===== src/rtl/shf_pkg.sv =====
package shf_pkg;

    localparam int DATA_W = 32;
    localparam int AMT_W  = $clog2(DATA_W);

    typedef enum logic [2:0] {
        K_LSL = 3'd0,
        K_LSR = 3'd1,
        K_ASR = 3'd2,
        K_ROR = 3'd3,
        K_RRX = 3'd4,
        K_RS5 = 3'd5,
        K_RS6 = 3'd6,
        K_RS7 = 3'd7
    } shf_kind_e;

    typedef struct packed {
        logic [DATA_W-1:0] data;
        logic              carry;
    } shf_result_t;

    function automatic shf_result_t mk_pass(input logic [DATA_W-1:0] v,
                                            input logic c);
        shf_result_t r;
        r.data  = v;
        r.carry = c;
        return r;
    endfunction

endpackage


===== src/rtl/shf_left_unit.sv =====
module shf_left_unit #(
    parameter int W  = 32,
    parameter int AW = $clog2(W)
) (
    input  logic [W-1:0]  val,
    input  logic [AW-1:0] amt,
    output logic [W-1:0]  res,
    output logic          co
);
    logic [AW-1:0] out_idx;

    always_comb begin
        res     = val << amt;
        // W is a power of two, so W - amt wraps cleanly into AW bits
        out_idx = AW'(W) - amt;
        co      = (amt == '0) ? 1'b0 : val[out_idx];
    end
endmodule


===== src/rtl/shf_right_unit.sv =====
module shf_right_unit #(
    parameter int W  = 32,
    parameter int AW = $clog2(W)
) (
    input  logic [W-1:0]  val,
    input  logic [AW-1:0] amt,
    input  logic          arith,
    input  logic          rotate,
    output logic [W-1:0]  res,
    output logic          co
);
    logic [W-1:0]   upper;
    logic [2*W-1:0] wide;
    logic [AW-1:0]  out_idx;

    always_comb begin
        if (rotate)     upper = val;
        else if (arith) upper = {W{val[W-1]}};
        else            upper = '0;
        wide    = {upper, val} >> amt;
        res     = wide[W-1:0];
        out_idx = amt - AW'(1);
        co      = (amt == '0) ? 1'b0 : val[out_idx];
    end
endmodule


===== src/rtl/shf_rrx_unit.sv =====
module shf_rrx_unit #(
    parameter int W = 32
) (
    input  logic [W-1:0] val,
    input  logic         cin,
    output logic [W-1:0] res,
    output logic         co
);
    always_comb begin
        res = {cin, val[W-1:1]};
        co  = val[0];
    end
endmodule


===== src/rtl/operand_shifter.sv =====
module operand_shifter
    import shf_pkg::*;
(
    input  logic [DATA_W-1:0] op_val,
    input  logic [AMT_W-1:0]  shamt,
    input  logic [2:0]        kind,
    input  logic              carry_in,
    output logic [DATA_W-1:0] res,
    output logic              carry_out
);
    shf_kind_e   k;
    shf_result_t left_r, right_r, rrx_r, sel_r;
    logic        amt_zero;

    assign k = shf_kind_e'(kind);

    shf_left_unit #(.W(DATA_W), .AW(AMT_W)) u_left (
        .val(op_val), .amt(shamt), .res(left_r.data), .co(left_r.carry)
    );

    shf_right_unit #(.W(DATA_W), .AW(AMT_W)) u_right (
        .val(op_val), .amt(shamt),
        .arith(k == K_ASR), .rotate(k == K_ROR),
        .res(right_r.data), .co(right_r.carry)
    );

    shf_rrx_unit #(.W(DATA_W)) u_rrx (
        .val(op_val), .cin(carry_in), .res(rrx_r.data), .co(rrx_r.carry)
    );

    always_comb begin
        amt_zero = (shamt == '0);
        case (k)
            K_LSL:               sel_r = amt_zero ? mk_pass(op_val, carry_in) : left_r;
            K_LSR, K_ASR, K_ROR: sel_r = amt_zero ? mk_pass(op_val, carry_in) : right_r;
            K_RRX:               sel_r = rrx_r;
            default:             sel_r = mk_pass(op_val, carry_in);
        endcase
    end

    assign res       = sel_r.data;
    assign carry_out = sel_r.carry;

    always_comb begin
        if (k == K_LSL && !amt_zero)
            assert_lsl_low_zero_R1: assert (res[0] == 1'b0);
        if (k == K_LSR && !amt_zero)
            assert_lsr_top_zero_R2: assert (res[DATA_W-1] == 1'b0);
        if (k == K_ASR)
            assert_asr_sign_kept_R3: assert (res[DATA_W-1] == op_val[DATA_W-1]);
        if (k == K_ROR)
            assert_ror_popcount_R4: assert ($countones(res) == $countones(op_val));
        if (k == K_RRX)
            assert_rrx_carry_path_R5: assert (res[DATA_W-1] == carry_in && carry_out == op_val[0]);
        if (k inside {K_LSL, K_LSR, K_ASR, K_ROR} && amt_zero)
            assert_zero_amt_pass_R6: assert (res == op_val && carry_out == carry_in);
        if (k inside {K_RS5, K_RS6, K_RS7})
            assert_unused_pass_R7: assert (res == op_val && carry_out == carry_in);
    end
endmodule


===== config.mk =====
export PLATFORM = sky130hd
export DESIGN_NAME = operand_shifter
export DESIGN_NICKNAME = d
export VERILOG_FILES = /design/src/rtl/shf_pkg.sv /design/src/rtl/shf_left_unit.sv /design/src/rtl/shf_right_unit.sv /design/src/rtl/shf_rrx_unit.sv /design/src/rtl/operand_shifter.sv
export SDC_FILE = /design/constraint.sdc
export NUM_CORES = 1
export LEC_CHECK = 0
export BUFFER_PORTS_ARGS = -buffer_cell sky130_fd_sc_hd__buf_2
export CAP_MARGIN = 10
export CORE_MARGIN = 2
export CORE_UTILIZATION = 35
export DETAILED_ROUTE_END_ITERATION = 10
export GPL_TIMING_DRIVEN = 0
export PLACE_DENSITY = 0.62
export SYNTH_ARGS = -nofsm -noshare
export SYNTH_HDL_FRONTEND = slang
export SYNTH_SLANG_ARGS = --single-unit

===== constraint.sdc =====
create_clock -name vclk -period 4.6
set_input_delay 0.92 -clock vclk [all_inputs]
set_output_delay 0.92 -clock vclk [all_outputs]
set_load 0.02 [all_outputs]

# After elaboration in Yosys (flattened, before gate mapping)

Index checks and enable logic that the tools add are counted.

Register bits: 0
Bits in latches: 0
Memory bits (writable): 0
Bits in read-only memories: 0
Input port bits: 41
Output and inout port bits: 33
Memories kept: 0

Add/sub/neg operators: 2
Multipliers: 0
Divide/modulo/power cells: 0
Order comparisons: 2
Equality and inequality tests: 4
Shift-type cells: 2
Mux-type cells: 9
Bitwise logic cells: 0
Reductions and logical operators: 3

Operators with widths:

| kind                                                                          | number |
|---|---|
| 33-bit one-hot mux with 3 select lines                                        | 1 |
| 33-bit two-way mux                                                            | 2 |
| 32-bit two-way mux                                                            | 2 |
| 64-bit by 5-bit >> shifter with 32-bit output                                 | 1 |
| 32-bit by 5-bit left shift with 32-bit output                                 | 1 |
| 5-bit by 6-bit less-than comparator with 1-bit output (second input constant) | 2 |
| 1-bit binary-select mux with 5-bit select                                     | 2 |
| 3-bit by 2-bit == test with 1-bit output (second input constant)              | 2 |
| 5-bit zero test                                                               | 1 |
| 1-bit by 5-bit subtractor with 5-bit output (first input constant)            | 1 |
| 5-bit by 1-bit subtractor with 5-bit output (second input constant)           | 1 |
| 3-bit by 1-bit == test with 1-bit output (second input constant)              | 1 |
| 3-bit == test (second input constant)                                         | 1 |
| 3-bit zero test                                                               | 1 |
| 3-bit OR reduction                                                            | 1 |
| 1-bit two-way mux                                                             | 2 |

# Depth between registers and ports, before layout

Gate-level depths: netlist of run 1.

Word-level depth: 6
Gate-level depth with buffers: 15
Gate-level depth less buffers: 10

# Modules after synthesis

A second synthesis of run 1 with hierarchy kept.

Cells, all modules: 804
Area, all modules: 6955.4 µm²

By module, submodules not included:

| module          | instances | cells an instance | area each (µm²) | sequential area each (µm²) |
|---|---|---|---|---|
| shf_right_unit  | 1         | 417               | 3408.3          | 0.0 |
| shf_left_unit   | 1         | 197               | 1986.9          | 0.0 |
| operand_shifter | 1         | 157               | 1312.5          | 0.0 |
| shf_rrx_unit    | 1         | 33                | 247.7           | 0.0 |

# Least setup slack after synthesis of run 1

No wires, ideal clock.

Path kind: input-to-output
Start: input shamt[1]
End: output res[31]
Data arrival time: 3.517 ns
Data required time: 3.680 ns
Setup slack: 0.163 ns
Stages on the path: 11
Buffers on the path: 4
Path through: buf_4 buf_6 buf_2 inv_1 ha_1 and2_1 ha_1 clkbuf_1 nor2_1 o21ai_0 o41ai_1

Word-level cells in the longest chain between the ends: 3
Elaborated cells on any way between the ends: 6

RTL lines:

| what                                                                  | line                                         | source |
|---|---|---|
| from (decl)                                                           | operand_shifter.sv:5                         | `input logic [AMT_W-1:0] shamt,` |
| 64-bit by 5-bit >> shifter with 32-bit output (tied with other cells) | shf_right_unit.sv:20                         | `wide = {upper, val} >> amt;` |
| 33-bit two-way mux, on equally long branches                          | operand_shifter.sv:35, operand_shifter.sv:34 |  |
| 33-bit one-hot mux with 3 select lines (*)                            | operand_shifter.sv:33                        | `case (k)` |
| to (decl)                                                             | operand_shifter.sv:8                         | `output logic [DATA_W-1:0] res,` |

Mark *: on every way between the ends. The rest lies on a longest branch, timed or not.

# Worst setup path in the final report of run 1

Start: input shamt[3]
End: output res[25]

Same word-level chain as after synthesis.

==> key figures, run 1 <==
Layout
  – FF/Latch Area: 0 um^2
  – Clkbuf count: 0
  – FF+latch count: 0
  – Commonest non-fill, non-tap cells in the layout: nor2_1, buf_2, mux4_2, nand2_1, a21oi_1
  – Layout area overhead: 14.2%
  – Nets: between 900 and 1,000
  – # diodes: 0
  – Share of post-route cells with drive strength above 1: a little under a third
  – Commonest non-fill, non-tap cell in the layout: nor2_1
  – FILL cells: 1,911
  – Design area: roughly 7000 um^2

Global route
  – Vias in the first global route: roughly 8,000
  – Overflow after GRT: 0
  – First-pass GRT wire length: 59,900 um
  – All-layer global routing usage: 45.9%
  – Initial antenna violation count: 2
  – Pin count of the biggest net entering global routing: 20

Floorplanning
  – Die area: ~19,000 um^2
  – Initial Util: between 30% and 40%
  – Row count: 48
  – IO Count: between 70 and 80
  – Die Span Y: around 140 um
  – Die width: 136 um
  – Placeable Area: roughly 17,000 um^2

STA
  – Final Hold Fails: 0
  – Unrepaired setup endpoints after global routing: no
  – Crit path time final: about 4.6 ns
  – Slew margin rel.: between 20 and 30%
  – Final worst slack: -0.0390 ns
  – Finish-stage setup viols: 5
  – Fmax: roughly 220 MHz
  – Worst Tran Pin Value: roughly 1.0 ns
  – Period utilization: 101%
  – Final count of pins violating max slew: 0

Critical path
  – Critical Path RT: about 3.7 ns
  – Delay of the slowest critical-path stage: roughly 0.73 ns
  – CP max stage cell: clkbuf_1
  – CP cell instances: buf_2, buf_2, clkbuf_1, clkbuf_2, nand2_1, o2bb2ai_1, nor3_1, o22ai_1, o31ai_1, buf_2
  – CP top delay family: buffers and inverters
  – Crit-path most repeated cell: buf_2
  – Crit Path Class: in -> out
  – Crit path DAT: ~3.7 ns
  – Worst Setup Start Kind: input port
  – CP endpoint kind: primary output
  – CP Max Fanout: 10
  – Worst path bufs/invs: 5

Route
  – DR vias: about 8,600
  – Drt via density: just under 8
  – WL/cell: 39.0 um
  – Drt pass-1 iters: 6
  – Routed wire length: 42,800 um
  – Post-route ant nets: 0
  – Post-route DRC violation count: 0
  – Iteration-0 DRC Markers: 1,747

Worst hold path
  – Hold path cells: 5
  – WHS Endpoint: carry_out
  – Worst hold path type: in -> out
  – Worst Hold Launch: carry_in

Placement
  – IO Port Bufs: between 60 and 70
  – Detail Placement HPWL: around 32,000 um
  – DP Worst Slack: -1.07 ns
  – Dpl cell area: about 6700 um^2
  – Routability cong.: ~1.1

Yosys
  – Syn. warnings: 0
  – Post-Syn Instances: ~800
  – Mean Syn Cell Area: 7.61 um^2
  – Post-synth net total: 846
  – Synth unique cells: 72
  – Synthesized cell area: between 6000 and 7000 um^2
  – Seq/Total Area, Yosys: 0%

Clock tree
  – Cts hold-fix bufs: 0

Status
  – Outcome: complete, but fails checks
  – Failing checks: negative setup slack

Job
  – Max-Cap Viols: 0

Power and ir drop
  – Worst VDD drop: ~0.079 mV
  – Power, Total: ~1.1 mW
  – Power density cells: around 160 nW/um^2
  – Pleak: between 2 and 3 nW
## cell usage after synthesis (all sizes together) (3+ instances only)
cell type / n / area (um^2)
a211o: 6 / 52.6
a211oi: 24 / 185
a21oi: 58 / 290
a221o: 6 / 60.1
a221oi: 7 / 61.3
a22o: 3 / 26.3
a22oi: 10 / 80.1
a2bb2oi: 4 / 35.0
a311oi: 3 / 26.3
a31oi: 11 / 68.8
and2: 3 / 18.8
and3: 7 / 48.8
buf: 38 / 243
clkbuf: 71 / 267
inv: 9 / 33.8
mux2: 30 / 338
mux2i: 46 / 464
mux4: 76 / 1710
nand2: 62 / 233
nand2b: 10 / 62.6
nand3: 19 / 95.1
nor2: 97 / 364
nor2b: 5 / 31.3
nor3: 24 / 120
nor4: 3 / 18.8
o211ai: 20 / 150
o21a: 6 / 45.0
o21ai: 60 / 300
o221a: 3 / 33.8
o221ai: 6 / 52.6
o22ai: 16 / 100
o2bb2ai: 3 / 26.3
o31ai: 5 / 37.5
or2: 10 / 62.6
or3: 4 / 25.0
## report_power, final
group	internal [mW]	switching, mW	leakage [nW]	total, mW
sequential	0	0	0	0
clock	0	0	0	0
combinational	0.376	0.727	2.52	1.10
total	0.376	0.727	2.52	1.10
## metrics by stage
step	cells	hold slack, ns	setup TNS [ns]	util, %
finish	1097	2.41	-0.131	40.7
floorplan	803	2.20	0	-
global placement	1096	2.41	-26.11	39.2
detailed placement	1096	2.41	-21.92	39.2
CTS	1093	2.41	-0.0194	40.0
global route	1097	2.43	0	40.7
## tightest hold or removal path: cells and delay by family
| kind | cells | cell delay (ns) |
|---|---|---|
| AOI/OAI and AO/OA | 3 | 0.31 |
| buffers and inverters | 2 | 0.25 |
## worst max-delay path by stage
stage / from / to / slack, ns / cells past startpoint
finish: shamt[3] / res[25] / -0.04 / 10
global route: shamt[0] / res[23] / 0.02 / 14
CTS: shamt[0] / res[22] / -0.02 / 14
detailed placement: shamt[1] / res[19] / -1.07 / 14
global placement: shamt[4] / res[17] / -1.26 / 11
floorplan: shamt[1] / res[31] / 0.16 / 11
## area by class of cell
class / instances / area [um^2] / area share [%]
multi-input combinational: 683 / 5730 / 82.0
buffer: 104 / 538 / 7.70
timing repair buffer: 74 / 385 / 5.52
tap: 225 / 282 / 4.03
inverter: 11 / 48.8 / 0.699
## layer usage
metal | share of wire [%] | track usage [%] | wire length [um] | up-vias
met5 | 0.058 | 3.06 | 25 | -
met1 | 37 | 60.0 | 15800 | 4103
met2 | 40 | 65.0 | 17000 | 918
met3 | 16 | 16.6 | 6730 | 235
li1 | - | - | - | 3305
met4 | 7.7 | 25.5 | 3300 | 4
## cells by family after synthesis
logic type / Yosys count / synth area share, %
AND/OR/NAND/NOR: 248 / 18.2
multiplexers: 152 / 41.1
buffers and inverters: 120 / 9.01
AO/OA/AOI/OAI: 278 / 30.7
XOR/XNOR: 3 / 0.553
adder cells (fa/ha/maj): 2 / 0.409
## repair_timing
item | CTS | global route
gates resized for setup | 49 | 34
pin swaps | 2 | 2
endpoints found under the setup margin | 33 | 29
setup buffers | 1 | 5
(Power assumes the default switching activity.)
==> run 2: changes to the inputs <==
--- a/config.mk
+++ b/config.mk
@@ -5,13 +5,13 @@
 export SDC_FILE = /design/constraint.sdc
 export NUM_CORES = 1
 export LEC_CHECK = 0
-export BUFFER_PORTS_ARGS = -buffer_cell sky130_fd_sc_hd__buf_2
 export CAP_MARGIN = 10
 export CORE_MARGIN = 2
-export CORE_UTILIZATION = 35
+export CORE_UTILIZATION = 28
 export DETAILED_ROUTE_END_ITERATION = 10
+export DONT_BUFFER_PORTS = 1
 export GPL_TIMING_DRIVEN = 0
-export PLACE_DENSITY = 0.62
+export PLACE_DENSITY = 0.5
 export SYNTH_ARGS = -nofsm -noshare
 export SYNTH_HDL_FRONTEND = slang
 export SYNTH_SLANG_ARGS = --single-unit
==> run 2 against run 1 <==
  * The run now ends clean
  * Worst hold slack lost 0.14 ns
  * First-iteration DRC count shrank 4.1%
  * Largest power group unchanged
  * Cell area fell by 3.4%
  * Critical path type unchanged
  * Critical endpoint is now res[22]
  * Global-route usage is 8.9 points lower
  * Via count shrank 3.4%
  * Non-clock buffer count fell by 66
==> key figures, run 2 (synthesis results as in run 1) <==
Placement
  – Routability cong.: 1.08 (-3.3%)
  – IO Port Bufs: 0 (-100%)
  – Detail Placement HPWL: 32,500 um (+0.66%)

Critical path
  – CP endpoint kind: primary output
  – Crit Path Class: in -> out
  – Critical Path RT: 3.68 ns (about the same)
  – Crit path DAT: 3.64 ns (-0.08 ns)
  – CP Max Fanout: 10 (unchanged)
  – Worst Setup Start Kind: input port

Route
  – Drt pass-1 iters: 7 (+1)
  – Routed wire length: 43,000 um (+0.50%)
  – Drt via density: 7.62 (-2.4%)
  – Post-route ant nets: 0 (unchanged)
  – DR vias: 8,278 (-3.4%)
  – Post-route DRC violation count: 0 (unchanged)
  – WL/cell: 39.6 um (+1.5%)
  – Iteration-0 DRC Markers: 1,675 (-4.1%)

Power and ir drop
  – Int Pwr: 347 uW (-7.8%)
  – Comb power frac: 100.0% (about the same)
  – Power density cells: 156 nW/um^2 (-1.5%)
  – Power, Total: 1.05 mW (-4.8%)
  – Pleak: 2.25 nW (-11%)
  – Switching pwr: 704 uW (-3.2%)
  – Clk pwr share: 0% (unchanged)
  – Sequential share of power: 0% (unchanged)
  – Sw Share: 67.0% (+1.1 points)
  – Worst VDD drop: 0.0704 mV (-10%)

STA
  – Worst Tran Pin Value: 1.19 ns (+0.150 ns)
  – Period utilization: 99.0% (-1.8 points)
  – Final count of pins violating max slew: 0 (unchanged)
  – Fmax: 219 MHz (+1.8%)
  – Crit path time final: 4.56 ns (-0.0830 ns)
  – Finish-stage setup viols: 0 (-5)
  – Setup total negative slack: 0 ns (+0.131 ns)
  – Unrepaired setup endpoints after global routing: no
  – Final Hold Fails: 0 (unchanged)
  – Hold Slack: 2.27 ns (-0.140 ns)
  – Slew margin rel.: 19.7% (-10 points)

Job
  – Max-Cap Viols: 0 (unchanged)

Clock tree
  – Cts hold-fix bufs: 0 (unchanged)

Status
  – Outcome: finished, final reports clean

Floorplanning
  – Initial Util: 28.3% (-7.3 points)
  – Row count: 54 (+13%)
  – Die area: 23,000 um^2 (+24%)
  – Die Span Y: 152 um (+11%)
  – Placeable Area: 21,600 um^2 (+26%)
  – Die width: 152 um (+11%)
  – IO Count: 74 (unchanged)

Layout
  – FF+latch count: 0 (unchanged)
  – Fin util: 31.2% (-9.4 points)
  – Layout area overhead: 10.4%
  – Clkbuf count: 0 (unchanged)
  – Nets: 851 (-7.2%)
  – Share of post-route cells with drive strength above 1: 26.2% (-5.6 points)
  – FF/Latch Area: 0 um^2 (unchanged)
  – # diodes: 0 (unchanged)
  – Commonest non-fill, non-tap cells in the layout: nor2_1, mux4_2, clkbuf_1, nand2_1, a21oi_1
  – Commonest non-fill, non-tap cell in the layout: nor2_1

Global route
  – Vias in the first global route: 7,676 (-3.7%)
  – First-pass GRT wire length: 60,100 um (+0.38%)
  – Initial antenna violation count: 0 (-2)
  – All-layer global routing usage: 37.0% (-8.9 points)
  – Pin count of the biggest net entering global routing: 20 (unchanged)
  – Overflow after GRT: 0 (unchanged)

Worst hold path
  – Worst hold path type: in -> out
run 2: through the flow:
step / area [um^2] / instances / setup slack, ns
after CTS: 6720 / 1087 / -0.00806
after detailed placement: 6460 / 1083 / -1.10
after global placement: 6460 / 1083 / -1.18
after floorplan: 6110 / 803 / 0.163
after global routing: 6750 / 1086 / 0.0416
final: 6750 / 1086 / 0.0440
run 2: power by group through the flow:
stage	logic [mW]	registers [mW]	clock network (mW)
2_1_floorplan	0.634	0	0
3_3_place_gp	0.963	0	0
3_5_place_dp	0.948	0	0
4_1_cts	0.984	0	0
5_1_grt	1.06	0	0
6_report	1.05	0	0
run 2: final timing paths:
kind	startpoint	to	slack [ns]	cells after the start
worst max-delay path	shamt[2]	res[22]	0.04	12
worst min-delay path	carry_in	carry_out	2.27	3
run 2: cell type report:
| cell class | instances | area, um^2 |
|---|---|---|
| plain buffers | 105 | 532 |
| well taps | 280 | 350 |
| fillers | 2392 | 14900 |
| inverters | 11 | 51.3 |
| repair buffers | 7 | 52.6 |
| multi-input cells | 683 | 5760 |
run 2: what timing repair did:
action / 4_1_cts / 5_1_grt
gates resized for setup: 65 / 16
pin swaps: 6 / 3
buffers inserted: 7 / 0
setup endpoints to repair: 33 / 23
cloned: 0 / 0
run 2: worst max-delay path: stages:
cell,delay [ns]
buf_2,0.16
buf_2,0.24
nor2_1,0.26
and2_4,0.21
ha_2,0.22
buf_8,0.17
nor2b_2,0.10
nand2_2,0.21
nor2_1,0.07
a222oi_1,0.57
o21ai_0,0.19
a21o_2,0.30
run 2: routing by layer:
metal	up-vias	wire (um)	GRT usage (%)
met5	-	0	0
met4	0	3190	20.4
met3	217	6620	12.8
met2	911	17400	51.7
met1	3984	15900	49.6
li1	3166	-	-
